==> src/rtl/pwr_seq_pkg.sv <==
// Shared types and constants for the sleep-state power sequencer.
// Assumes that sleep-type codes fit in 3 bits and that register addresses fit in 2 bits.
package pwr_seq_pkg;

    typedef enum logic [2:0] {
        ST_S0       = 3'd0,
        ST_S1       = 3'd1,
        ST_S3_ENTRY = 3'd2,
        ST_S3       = 3'd3,
        ST_S4       = 3'd4,
        ST_S5       = 3'd5,
        ST_UP_MEM   = 3'd6,
        ST_UP_AUX   = 3'd7
    } pwr_state_e;

    localparam logic [2:0] CODE_S0 = 3'd0;
    localparam logic [2:0] CODE_S1 = 3'd1;
    localparam logic [2:0] CODE_S3 = 3'd3;
    localparam logic [2:0] CODE_S4 = 3'd4;
    localparam logic [2:0] CODE_S5 = 3'd5;

    localparam logic [1:0] ADDR_SLEEP   = 2'd0;
    localparam logic [1:0] ADDR_WAKECLR = 2'd1;
    localparam logic [1:0] ADDR_KEEP    = 2'd2;
    localparam logic [1:0] ADDR_STEP    = 2'd3;

endpackage

==> src/rtl/pwr_seq_regs.sv <==
// Register write port for the sequencer.
// Decodes sleep requests, holds the keep-on clock mask and the step delay,
// and keeps the sticky wake-status bit.
// Assumes that NCLK <= DATA_W, that DLY_W <= DATA_W and that DATA_W >= 3.
module pwr_seq_regs
    import pwr_seq_pkg::*;
#(
    parameter int DATA_W  = 8,
    parameter int NCLK    = 4,
    parameter int DLY_W   = 8,
    parameter int DLY_RST = 4
) (
    input  logic              clk,
    input  logic              rst_n,
    input  logic              wr_en,
    input  logic [1:0]        wr_addr,
    input  logic [DATA_W-1:0] wr_data,
    input  logic              wake_set,
    output logic              slp_req,
    output logic [2:0]        slp_code,
    output logic [NCLK-1:0]   keep_mask,
    output logic [DLY_W-1:0]  step_dly,
    output logic              wake_sts
);

    localparam logic [DLY_W-1:0] STEP_INIT = DLY_W'(DLY_RST);

    logic wake_clr;

    // Decode the write strobes for the sleep request and the wake clear.
    always_comb begin
        slp_req  = wr_en && (wr_addr == ADDR_SLEEP);
        slp_code = wr_data[2:0];
        wake_clr = wr_en && (wr_addr == ADDR_WAKECLR) && wr_data[0];
    end

    // Hold the configuration registers.
    always_ff @(posedge clk) begin
        if (!rst_n) begin
            keep_mask <= '0;
            step_dly  <= STEP_INIT;
        end else if (wr_en) begin
            if (wr_addr == ADDR_KEEP) keep_mask <= wr_data[NCLK-1:0];
            if (wr_addr == ADDR_STEP) step_dly  <= wr_data[DLY_W-1:0];
        end
    end

    // Sticky wake status: set wins over a write-one clear.
    always_ff @(posedge clk) begin
        if (!rst_n)        wake_sts <= 1'b0;
        else if (wake_set) wake_sts <= 1'b1;
        else if (wake_clr) wake_sts <= 1'b0;
    end

endmodule

==> src/rtl/pwr_seq_timer.sv <==
// Step-delay down-counter shared by the power-up steps.
// A load pulse sets the count. done is high once the count reaches zero.
// Assumes that load is pulsed on the edge that enters each timed step.
module pwr_seq_timer #(
    parameter int DLY_W = 8
) (
    input  logic             clk,
    input  logic             rst_n,
    input  logic             load,
    input  logic [DLY_W-1:0] load_val,
    output logic             done
);

    logic [DLY_W-1:0] cnt;

    // Load on request, otherwise count down to zero and hold there.
    always_ff @(posedge clk) begin
        if (!rst_n)          cnt <= '0;
        else if (load)       cnt <= load_val;
        else if (cnt != '0)  cnt <= cnt - 1'b1;
    end

    // Report expiry.
    always_comb done = (cnt == '0);

endmodule

==> src/rtl/pwr_seq_fsm.sv <==
// Power-state machine.
// Leaves S0 only on a software sleep request. Returns on wake events.
// Waits for the self-refresh acknowledge on S3 entry and walks the two
// timed power-up steps on the way back from S3, S4 and S5.
// Assumes that wake_evt and sr_ack are already synchronous to clk.
module pwr_seq_fsm
    import pwr_seq_pkg::*;
(
    input  logic       clk,
    input  logic       rst_n,
    input  logic       joint_pwrup,
    input  logic       slp_req,
    input  logic [2:0] slp_code,
    input  logic       wake_evt,
    input  logic       sr_ack,
    input  logic       tmr_done,
    output pwr_state_e state,
    output logic       tmr_load,
    output logic       wake_take
);

    pwr_state_e nxt;

    // Next-state selection, timer load and wake acceptance.
    always_comb begin
        nxt       = state;
        tmr_load  = 1'b0;
        wake_take = 1'b0;
        unique case (state)
            ST_S0: begin
                if (slp_req) begin
                    case (slp_code)
                        CODE_S1: nxt = ST_S1;
                        CODE_S3: nxt = ST_S3_ENTRY;
                        CODE_S4: nxt = ST_S4;
                        CODE_S5: nxt = ST_S5;
                        default: nxt = ST_S0;
                    endcase
                end
            end
            ST_S1: begin
                if (wake_evt) begin
                    nxt       = ST_S0;
                    wake_take = 1'b1;
                end
            end
            ST_S3_ENTRY: begin
                if (sr_ack) nxt = ST_S3;
            end
            ST_S3, ST_S4, ST_S5: begin
                if (wake_evt) begin
                    nxt       = ST_UP_MEM;
                    tmr_load  = 1'b1;
                    wake_take = 1'b1;
                end
            end
            ST_UP_MEM: begin
                if (tmr_done) begin
                    nxt      = ST_UP_AUX;
                    tmr_load = 1'b1;
                end
            end
            ST_UP_AUX: begin
                if (tmr_done) nxt = ST_S0;
            end
            default: nxt = ST_S0;
        endcase
    end

    // State register. The reset target follows the joint power-up option.
    always_ff @(posedge clk) begin
        if (!rst_n) state <= joint_pwrup ? ST_S0 : ST_S5;
        else        state <= nxt;
    end

endmodule

==> src/rtl/pwr_seq_decode.sv <==
// Output decode from the power state.
// Produces the rail enables, clock enables, device-sleep controls, isolation,
// self-refresh request and the reported state code.
// Assumes that the outputs may be decoded directly from the state flops.
module pwr_seq_decode
    import pwr_seq_pkg::*;
#(
    parameter int NCLK = 4
) (
    input  pwr_state_e      state,
    input  logic [NCLK-1:0] keep_mask,
    output logic            mem_en,
    output logic            aux_en,
    output logic [NCLK-1:0] clk_en,
    output logic [1:0]      dev_sleep,
    output logic            io_iso,
    output logic            sr_req,
    output logic [2:0]      code
);

    logic asleep;

    // Sleep controls are active in every state except S0.
    always_comb asleep = (state != ST_S0);

    // Rails, clocks and reported code for each state.
    always_comb begin
        mem_en = 1'b0;
        aux_en = 1'b0;
        clk_en = '0;
        sr_req = 1'b0;
        code   = CODE_S0;
        unique case (state)
            ST_S0: begin
                mem_en = 1'b1;
                aux_en = 1'b1;
                clk_en = '1;
            end
            ST_S1: begin
                mem_en = 1'b1;
                aux_en = 1'b1;
                clk_en = keep_mask;
                code   = CODE_S1;
            end
            ST_S3_ENTRY: begin
                mem_en = 1'b1;
                aux_en = 1'b1;
                sr_req = 1'b1;
                code   = CODE_S3;
            end
            ST_S3: begin
                mem_en = 1'b1;
                sr_req = 1'b1;
                code   = CODE_S3;
            end
            ST_S4: code = CODE_S4;
            ST_S5: code = CODE_S5;
            ST_UP_MEM: begin
                mem_en = 1'b1;
                sr_req = 1'b1;
            end
            ST_UP_AUX: begin
                mem_en = 1'b1;
                aux_en = 1'b1;
                sr_req = 1'b1;
            end
            default: code = CODE_S0;
        endcase
    end

    // Device-sleep pair and I/O isolation.
    always_comb begin
        dev_sleep = {2{asleep}};
        io_iso    = asleep;
    end

endmodule

==> src/rtl/pwr_seq_top.sv <==
// Top level of the ACPI sleep-state power sequencer.
// Connects the register port, the state machine, the step timer and the output decode.
// Assumes a free-running 32 kHz clock and inputs already synchronous to it.
module pwr_seq_top
    import pwr_seq_pkg::*;
#(
    parameter int DATA_W  = 8,
    parameter int NCLK    = 4,
    parameter int DLY_W   = 8,
    parameter int DLY_RST = 4
) (
    input  logic              clk_32k,
    input  logic              rst_n,
    input  logic              cfg_joint_pwrup,
    input  logic              wr_en,
    input  logic [1:0]        wr_addr,
    input  logic [DATA_W-1:0] wr_data,
    input  logic              wake_evt,
    input  logic              sr_ack,
    output logic              mem_rail_en,
    output logic              aux_rail_en,
    output logic [NCLK-1:0]   clk_gate_en,
    output logic [1:0]        dev_sleep,
    output logic              io_isolate,
    output logic              sr_req,
    output logic [2:0]        state_code,
    output logic              wake_sts
);

    logic             slp_req;
    logic [2:0]       slp_code;
    logic [NCLK-1:0]  keep_mask;
    logic [DLY_W-1:0] step_dly;
    logic             tmr_load;
    logic             tmr_done;
    logic             wake_take;
    pwr_state_e       state;

    pwr_seq_regs #(
        .DATA_W (DATA_W),
        .NCLK   (NCLK),
        .DLY_W  (DLY_W),
        .DLY_RST(DLY_RST)
    ) u_regs (
        .clk      (clk_32k),
        .rst_n    (rst_n),
        .wr_en    (wr_en),
        .wr_addr  (wr_addr),
        .wr_data  (wr_data),
        .wake_set (wake_take),
        .slp_req  (slp_req),
        .slp_code (slp_code),
        .keep_mask(keep_mask),
        .step_dly (step_dly),
        .wake_sts (wake_sts)
    );

    pwr_seq_fsm u_fsm (
        .clk        (clk_32k),
        .rst_n      (rst_n),
        .joint_pwrup(cfg_joint_pwrup),
        .slp_req    (slp_req),
        .slp_code   (slp_code),
        .wake_evt   (wake_evt),
        .sr_ack     (sr_ack),
        .tmr_done   (tmr_done),
        .state      (state),
        .tmr_load   (tmr_load),
        .wake_take  (wake_take)
    );

    pwr_seq_timer #(
        .DLY_W(DLY_W)
    ) u_tmr (
        .clk     (clk_32k),
        .rst_n   (rst_n),
        .load    (tmr_load),
        .load_val(step_dly),
        .done    (tmr_done)
    );

    pwr_seq_decode #(
        .NCLK(NCLK)
    ) u_dec (
        .state    (state),
        .keep_mask(keep_mask),
        .mem_en   (mem_rail_en),
        .aux_en   (aux_rail_en),
        .clk_en   (clk_gate_en),
        .dev_sleep(dev_sleep),
        .io_iso   (io_isolate),
        .sr_req   (sr_req),
        .code     (state_code)
    );

endmodule

==> config.mk <==
export PLATFORM = sky130hd
export DESIGN_NAME = pwr_seq_top
export DESIGN_NICKNAME = d
export VERILOG_FILES = /design/src/rtl/pwr_seq_pkg.sv /design/src/rtl/pwr_seq_regs.sv /design/src/rtl/pwr_seq_timer.sv /design/src/rtl/pwr_seq_fsm.sv /design/src/rtl/pwr_seq_decode.sv /design/src/rtl/pwr_seq_top.sv
export SDC_FILE = /design/constraint.sdc
export NUM_CORES = 1
export LEC_CHECK = 0
export BUFFER_PORTS_ARGS = -buffer_cell sky130_fd_sc_hd__clkbuf_2
export CAP_MARGIN = 10
export CORE_MARGIN = 5
export CORE_UTILIZATION = 49
export DETAILED_ROUTE_END_ITERATION = 8
export PLACE_DENSITY = 0.73
export SLEW_MARGIN = 15
export SYNTH_ARGS = -nofsm -noshare
export SYNTH_HDL_FRONTEND = slang
export SYNTH_SLANG_ARGS = --single-unit
==> constraint.sdc <==
create_clock -name clk_32k -period 3.3 [get_ports clk_32k]
set_input_delay 0 -clock clk_32k [delete_from_list [all_inputs] [get_ports clk_32k]]
set_output_delay 0 -clock clk_32k [all_outputs]
set_load 0.02 [all_outputs]
==> metrics.csv, run 1 <==
metric;value;unit
placeable core area;0.00252;mm^2
Synth cell types;49;
Yosys top cell by area;dfxtp_1;
vias post-DR;1232;
first-pass GRT wire length;5210;um
critical path peak fanout;7;
Max Cap Viol;0;
status;finished clean;
sw frac;43.6;%
Worst-Skew Late Latency;320;ps
largest family of logic cells by synthesized area;simple AND/OR/NAND/NOR gates;
Slew HR;63.0;%
IO Count;30;
initial core utilization;52.0;%
xor and xnor area share after synthesis;2.67;%
net count after synthesis;174;
Worst Setup Path Type;reg -> reg;
total length of routed wires;3070;um
ANT cells;0;
cell area power density;880;mW/mm^2
Synth Area in Simple Gates;23.9;%
clock power share;13.4;%
multi-input gate area in the final layout;709;um^2
Synth Area in Compound Gates;21.8;%
CTS tree;yes;
power consumption;1.40;mW
Synth Cell Area;0.00131;mm^2
cts bufs inserted;3;
P_sw;0.610;mW
clk slew on worst S/H paths;140;ps
Die X;61.7;um
total die area;0.00381;mm^2
Worst EP required;3300;ps
Pint;0.788;mW
antenna violations before repair;0;
Routed Antenna Nets;0;
fraction of registers with async set/reset;0;%
Worst Skew;2.12;ps
critical path launch point type;register;
vias per cell;5.63;
Post-Synth Adder-Cell Area;1.91;%
register bit total from synthesis;24;
number of buffers added for setup after CTS;0;
Port Buf Inserts;29;
final setup vio count;0;
sequential fraction of the synthesis area;38.9;%
Post-Route Utilization;62.9;%
fillcell total;215;
mean area per synthesized cell;8.41;um^2
final hold vios;0;
period utilization;56.9;%
Residual DRC;0;
Detail Placement HPWL;2240;um
Hold WS;7.45;ps
Final min period;1880;ps
initial drt markers;36;
setup tns final;0;ps
EDFF count, synth;3;
Tot GR Track Use;18.1;%
Register Area;510;um^2
Logic pwr share;51.8;%
power share of the sequential group;34.8;%
synth top area cells;dfxtp_1, edfxtp_1, nand2_1;
CTS root buffer;clkbuf_4;
crit path capture type;register;
ys flop type;dfxtp_1;
vias in the first global route;1192;
largest net degree at the start of global routing;19;
H-Tree Depth;1;
fin nets;208;
clock buffer depth;2;
Worst Path Arrival;1880;ps
Die Y;61.7;um
Worst-Margin Slew;549;ps
Ys Warns;0;
Area Growth Syn to Fin;21.1;%
peak supply drop;0.474;mV
Wirelength per Cell;14.0;um
unrepaired setup endpoints after global routing;false;
achievable clock frequency;532;MHz
top-area cell type share of the netlist area;32.1;%
worst hold path type;in -> reg;
# rows;18;
Synth Instances;156;
TritonCTS Sinks;24;
drt first pass iters;5;
grt total ovfl;0;
leakage power total;0.661;nW
placer congestion estimate;0.898;
layout cells sized above 1;21.2;%
Max Slew Vio Count;0;
multiplexer area fraction after synthesis;3.91;%
power by group through the flow:
| stage | Sequential [mW] | Clock, mW | Combinational [mW] |
|---|---|---|---|
| 3_3_place_gp | 0.487 | 0 | 0.691 |
| 3_5_place_dp | 0.493 | 0 | 0.712 |
| 4_1_cts | 0.485 | 0.191 | 0.725 |
| 2_1_floorplan | 0.443 | 0 | 0.618 |
| 5_1_grt | 0.502 | 0.203 | 0.808 |
| 6_report | 0.487 | 0.187 | 0.724 |
cells in the mapped netlist, types with 2 or more instances:
master and count:
a21boi_0 2, a21oi_1 16, a32o_1 2, and3b_1 2
buf_4 2, clkbuf_1 6, dfxtp_1 21, edfxtp_1 3
ha_1 2, inv_1 9, mux2i_1 4, nand2_1 22
nand3_1 3, nand3b_1 2, nor2_1 13, nor2b_1 2
nor3_1 2, o211ai_1 2, o21a_1 2, o21ai_0 4
o2bb2ai_1 4, or3_1 2, xnor2_1 3
worst max-delay path, cell delays in order, from the launching register on:
cell and delay (ps):
dfxtp_1 370, inv_1 90, ha_1 180, and2b_1 140, and3b_1 310, o22ai_1 120
o21ai_0 350
timing repair:
item                      in CTS  in global routing
resized for setup              0                  0
hold buffers                  10                  0
hold endpoints to repair      14                  0
cell type report:
cell class                      count  share of cell area (%)
Tap cell                           30                    2.36
Inverter                           10                    2.36
Sequential cell                    24                    32.2
Timing Repair Buffer               39                    15.4
Clock buffer                        4                    2.99
Multi-Input combinational cell    112                    44.7
final timing paths:
check                          start            endpoint  slack [ps]  depth (start not counted)
setup / recovery        u_tmr.cnt[0]      u_fsm.state[2]        1420                          6
setup reg to reg        u_tmr.cnt[0]      u_fsm.state[2]        1420                          6
hold reg to reg   u_regs.step_dly[1]  u_regs.step_dly[1]         470                          2
hold / removal            wr_data[2]  u_regs.step_dly[2]           7                          3
cell usage in the layout, fill, tap and decap left out, types with 3 or more instances in the layout:
cell and count:
nand3_1 3, inv_1 9, mux2i_1 4, o21ai_0 4
o2bb2ai_1 4, dlygate4sd3_1 10, nor2_1 13, edfxtp_1 3
clkbuf_2 29, clkbuf_4 3, a21oi_1 16, dfxtp_1 21
xnor2_1 3, nand2_1 22
cells by family (layout without fill, tap and decap cells):
kind of cell | count (synthesis) | after routing
simple gates | 59 | 59
compound gates | 42 | 42
flops | 24 | 24
buf+inv | 20 | 53
mux | 5 | 5
xor+xnor | 4 | 4
fa+ha+maj | 2 | 2
stage by stage:
step                setup WS (ps)  instances  area (um^2)
floorplan                    1630        156         1310
global placement             1520        205         1440
detailed placement           1430        205         1440
CTS                          1420        219         1590
global route                 1250        219         1590
finish                       1420        219         1590
routing by layer:
metal  routed length [um]  track usage, %  part of all wire [%]
met1                 1370            22.3                    45
met2                 1500            32.1                    49
met3                  154            2.69                   5.0
met4                   38            6.36                   1.2
met5                    0               0                     0
sequential cells by signal, indices dropped and copies added (netlist names):
register / flops
u_regs.keep_mask: 4
u_regs.wake_sts: 1
u_tmr.cnt: 8
u_regs.step_dly: 8
u_fsm.state: 3
Power figures use the tool's default switching activity.
==> inputs of run 2 (changes only) <==
==> constraint.sdc (replaced) <==
create_clock -name clk_32k -period 1.8 [get_ports clk_32k]
set_input_delay 0 -clock clk_32k [delete_from_list [all_inputs] [get_ports clk_32k]]
set_output_delay 0 -clock clk_32k [all_outputs]
set_load 0.02 [all_outputs]
==> run 2 against run 1 <==
Against the previous run: via count increased by 4.8%; non-clock buffer count is 9 higher; sequential share of layout area decreased by 1.6 points; routed wire length is 3.9% higher; clock skew decreased by 0.63 ps; register-to-register slack worse by 1300 ps; flip-flop and latch count unchanged; count of clock-buffer cells in the layout did not move; largest power group unchanged; design area up 5.8%.
==> metrics.csv, run 2 (synthesis gave the netlist of run 1 again) <==
metric;value;unit;change
initial drt markers;64;;+78%
Worst-Margin Slew;615;ps;+65.7 ps
Worst EP required;2050;ps;-1250 ps
ANT cells;0;;unchanged
Slew HR;58.6;%;-4.4 points
P_sw;1.18;mW;+94%
Area Growth Syn to Fin;28.1;%;
Crit path max-delay family;compound AO/OA/AOI/OAI gates;;
sw frac;42.6;%;-1.0 points
unrepaired setup endpoints after global routing;true;;
cell area power density;1650;mW/mm^2;+88%
Hold WS;21.0;ps;+13.5 ps
first-pass GRT wire length;5230;um;+0.40%
Final min period;1710;ps;-165 ps
fin nets;217;;+4.3%
Largest regs;u_regs.step_dly (8), u_tmr.cnt (8), u_regs.keep_mask (4);;
# rows;18;;unchanged
Die Y;61.7;um;unchanged
crit path capture type;register;;
most common cell after layout, fill and taps aside;clkbuf_2;;
vias in the first global route;1228;;+3.0%
status;finished clean;;
Tot GR Track Use;18.0;%;-0.090 points
initial core utilization;52.0;%;unchanged
Logic pwr share;57.7;%;+5.9 points
achievable clock frequency;584;MHz;+9.6%
clock power share;12.0;%;-1.4 points
Worst Path Arrival;1960;ps;+80 ps
Die X;61.7;um;unchanged
peak supply drop;0.925;mV;+95%
total die area;0.00381;mm^2;unchanged
commonest cells after routing, fill and taps aside;clkbuf_2, nand2_1, dfxtp_1;;
CP bufs+invs;0;;-1
final hold vios;0;;unchanged
placeable core area;0.00252;mm^2;unchanged
cells along the critical path;and3b_1, o21ai_0, nand4_1, a41oi_2;;
CTS root buffer;clkbuf_4;;
fillcell total;216;;+0.47%
clk slew on worst S/H paths;130;ps;about the same
Residual DRC;0;;unchanged
placer congestion estimate;0.922;;+2.7%
cts bufs inserted;3;;unchanged
CTS tree;yes;;
grt total ovfl;0;;unchanged
leakage power total;0.709;nW;+7.2%
Worst-Skew Late Latency;310;ps;about the same
TritonCTS Sinks;24;;unchanged
H-Tree Depth;1;;unchanged
Port Buf Inserts;29;;unchanged
power consumption;2.77;mW;+98%
power share of the sequential group;30.3;%;-4.5 points
Max Slew Vio Count;0;;unchanged
vias per cell;5.66;;+0.65%
Wirelength per Cell;14.0;um;-0.19%
Critical-path top delay cell;o21ai_0;;
Worst Skew;1.49;ps;-0.630 ps
layout cells sized above 1;27.8;%;+6.6 points
period utilization;95.2;%;+38 points
drt first pass iters;4;;-1
worst hold path type;in -> reg;;
critical path peak fanout;6;;-1
Post-Route Utilization;66.6;%;+3.6 points
largest net degree at the start of global routing;15;;-4
antenna violations before repair;0;;unchanged
vias post-DR;1291;;+4.8%
CP peak stage delay;500;ps;+130 ps
critical path launch point type;register;;
Worst Setup Path Type;reg -> reg;;
Max Cap Viol;0;;unchanged
total length of routed wires;3190;um;+3.9%
clock buffer depth;2;;unchanged
Routed Antenna Nets;0;;unchanged
IO Count;30;;unchanged
final setup vio count;0;;unchanged
Detail Placement HPWL;2340;um;+4.4%
Pint;1.59;mW;+100%
==> run 2: power by group through the flow <==
stage          Clock (mW)  Sequential, mW  Combinational (mW)
4_1_cts             0.336           0.838                1.49
3_5_place_dp            0           0.850                1.47
3_3_place_gp            0           0.844                1.44
2_1_floorplan           0           0.813                1.13
6_report            0.334           0.839                1.60
5_1_grt             0.358           0.866                1.74
==> run 2: metrics by stage <==
stage               instances  setup WS [ps]  cell area, um^2  setup TNS [ps]
finish                    228           86.6             1680               0
CTS                       226           15.7             1640               0
floorplan                 156            126             1310               0
global placement          212            105             1490               0
detailed placement        212           40.9             1490               0
global route              228          -9.64             1680           -18.3
==> run 2: timing repair <==
action                                  in CTS  in global routing
resized for setup                            0                  6
endpoints found under the setup margin       0                 12
hold buffers                                10                  0
hold endpoints to repair                    12                  0
setup buffers                                0                  2
==> run 2: final timing paths <==
path | depth (start not counted) | endpoint | slack, ps | startpoint
max | 4 | u_tmr.cnt[0] | 90 | u_fsm.state[0]
max reg2reg | 4 | u_tmr.cnt[0] | 90 | u_fsm.state[0]
min | 3 | u_regs.step_dly[2] | 20 | wr_data[2]
min reg2reg | 1 | u_tmr.cnt[2] | 470 | u_regs.step_dly[2]
==> run 2: area by class of cell <==
class / instances / area, um^2 / share of cell area [%]
repair buffers: 48 / 313 / 18.6
clock buffers: 4 / 47.5 / 2.83
flip-flops and latches: 24 / 513 / 30.6
inverters: 10 / 37.5 / 2.24
well taps: 30 / 37.5 / 2.24
multi-input cells: 112 / 731 / 43.5
==> run 2: routing by layer <==
layer | GRT usage (%) | vias up | part of all wire [%]
met5 | 0 | - | 0
met4 | 6.67 | 0 | 1.2
met3 | 2.07 | 7 | 5.1
met2 | 30.2 | 55 | 49
met1 | 24.0 | 593 | 44
li1 | - | 636 | -
==> run 2: worst min-delay path: stages <==
cell	delay, ps
clkbuf_2	80
inv_1	110
o211ai_1	100
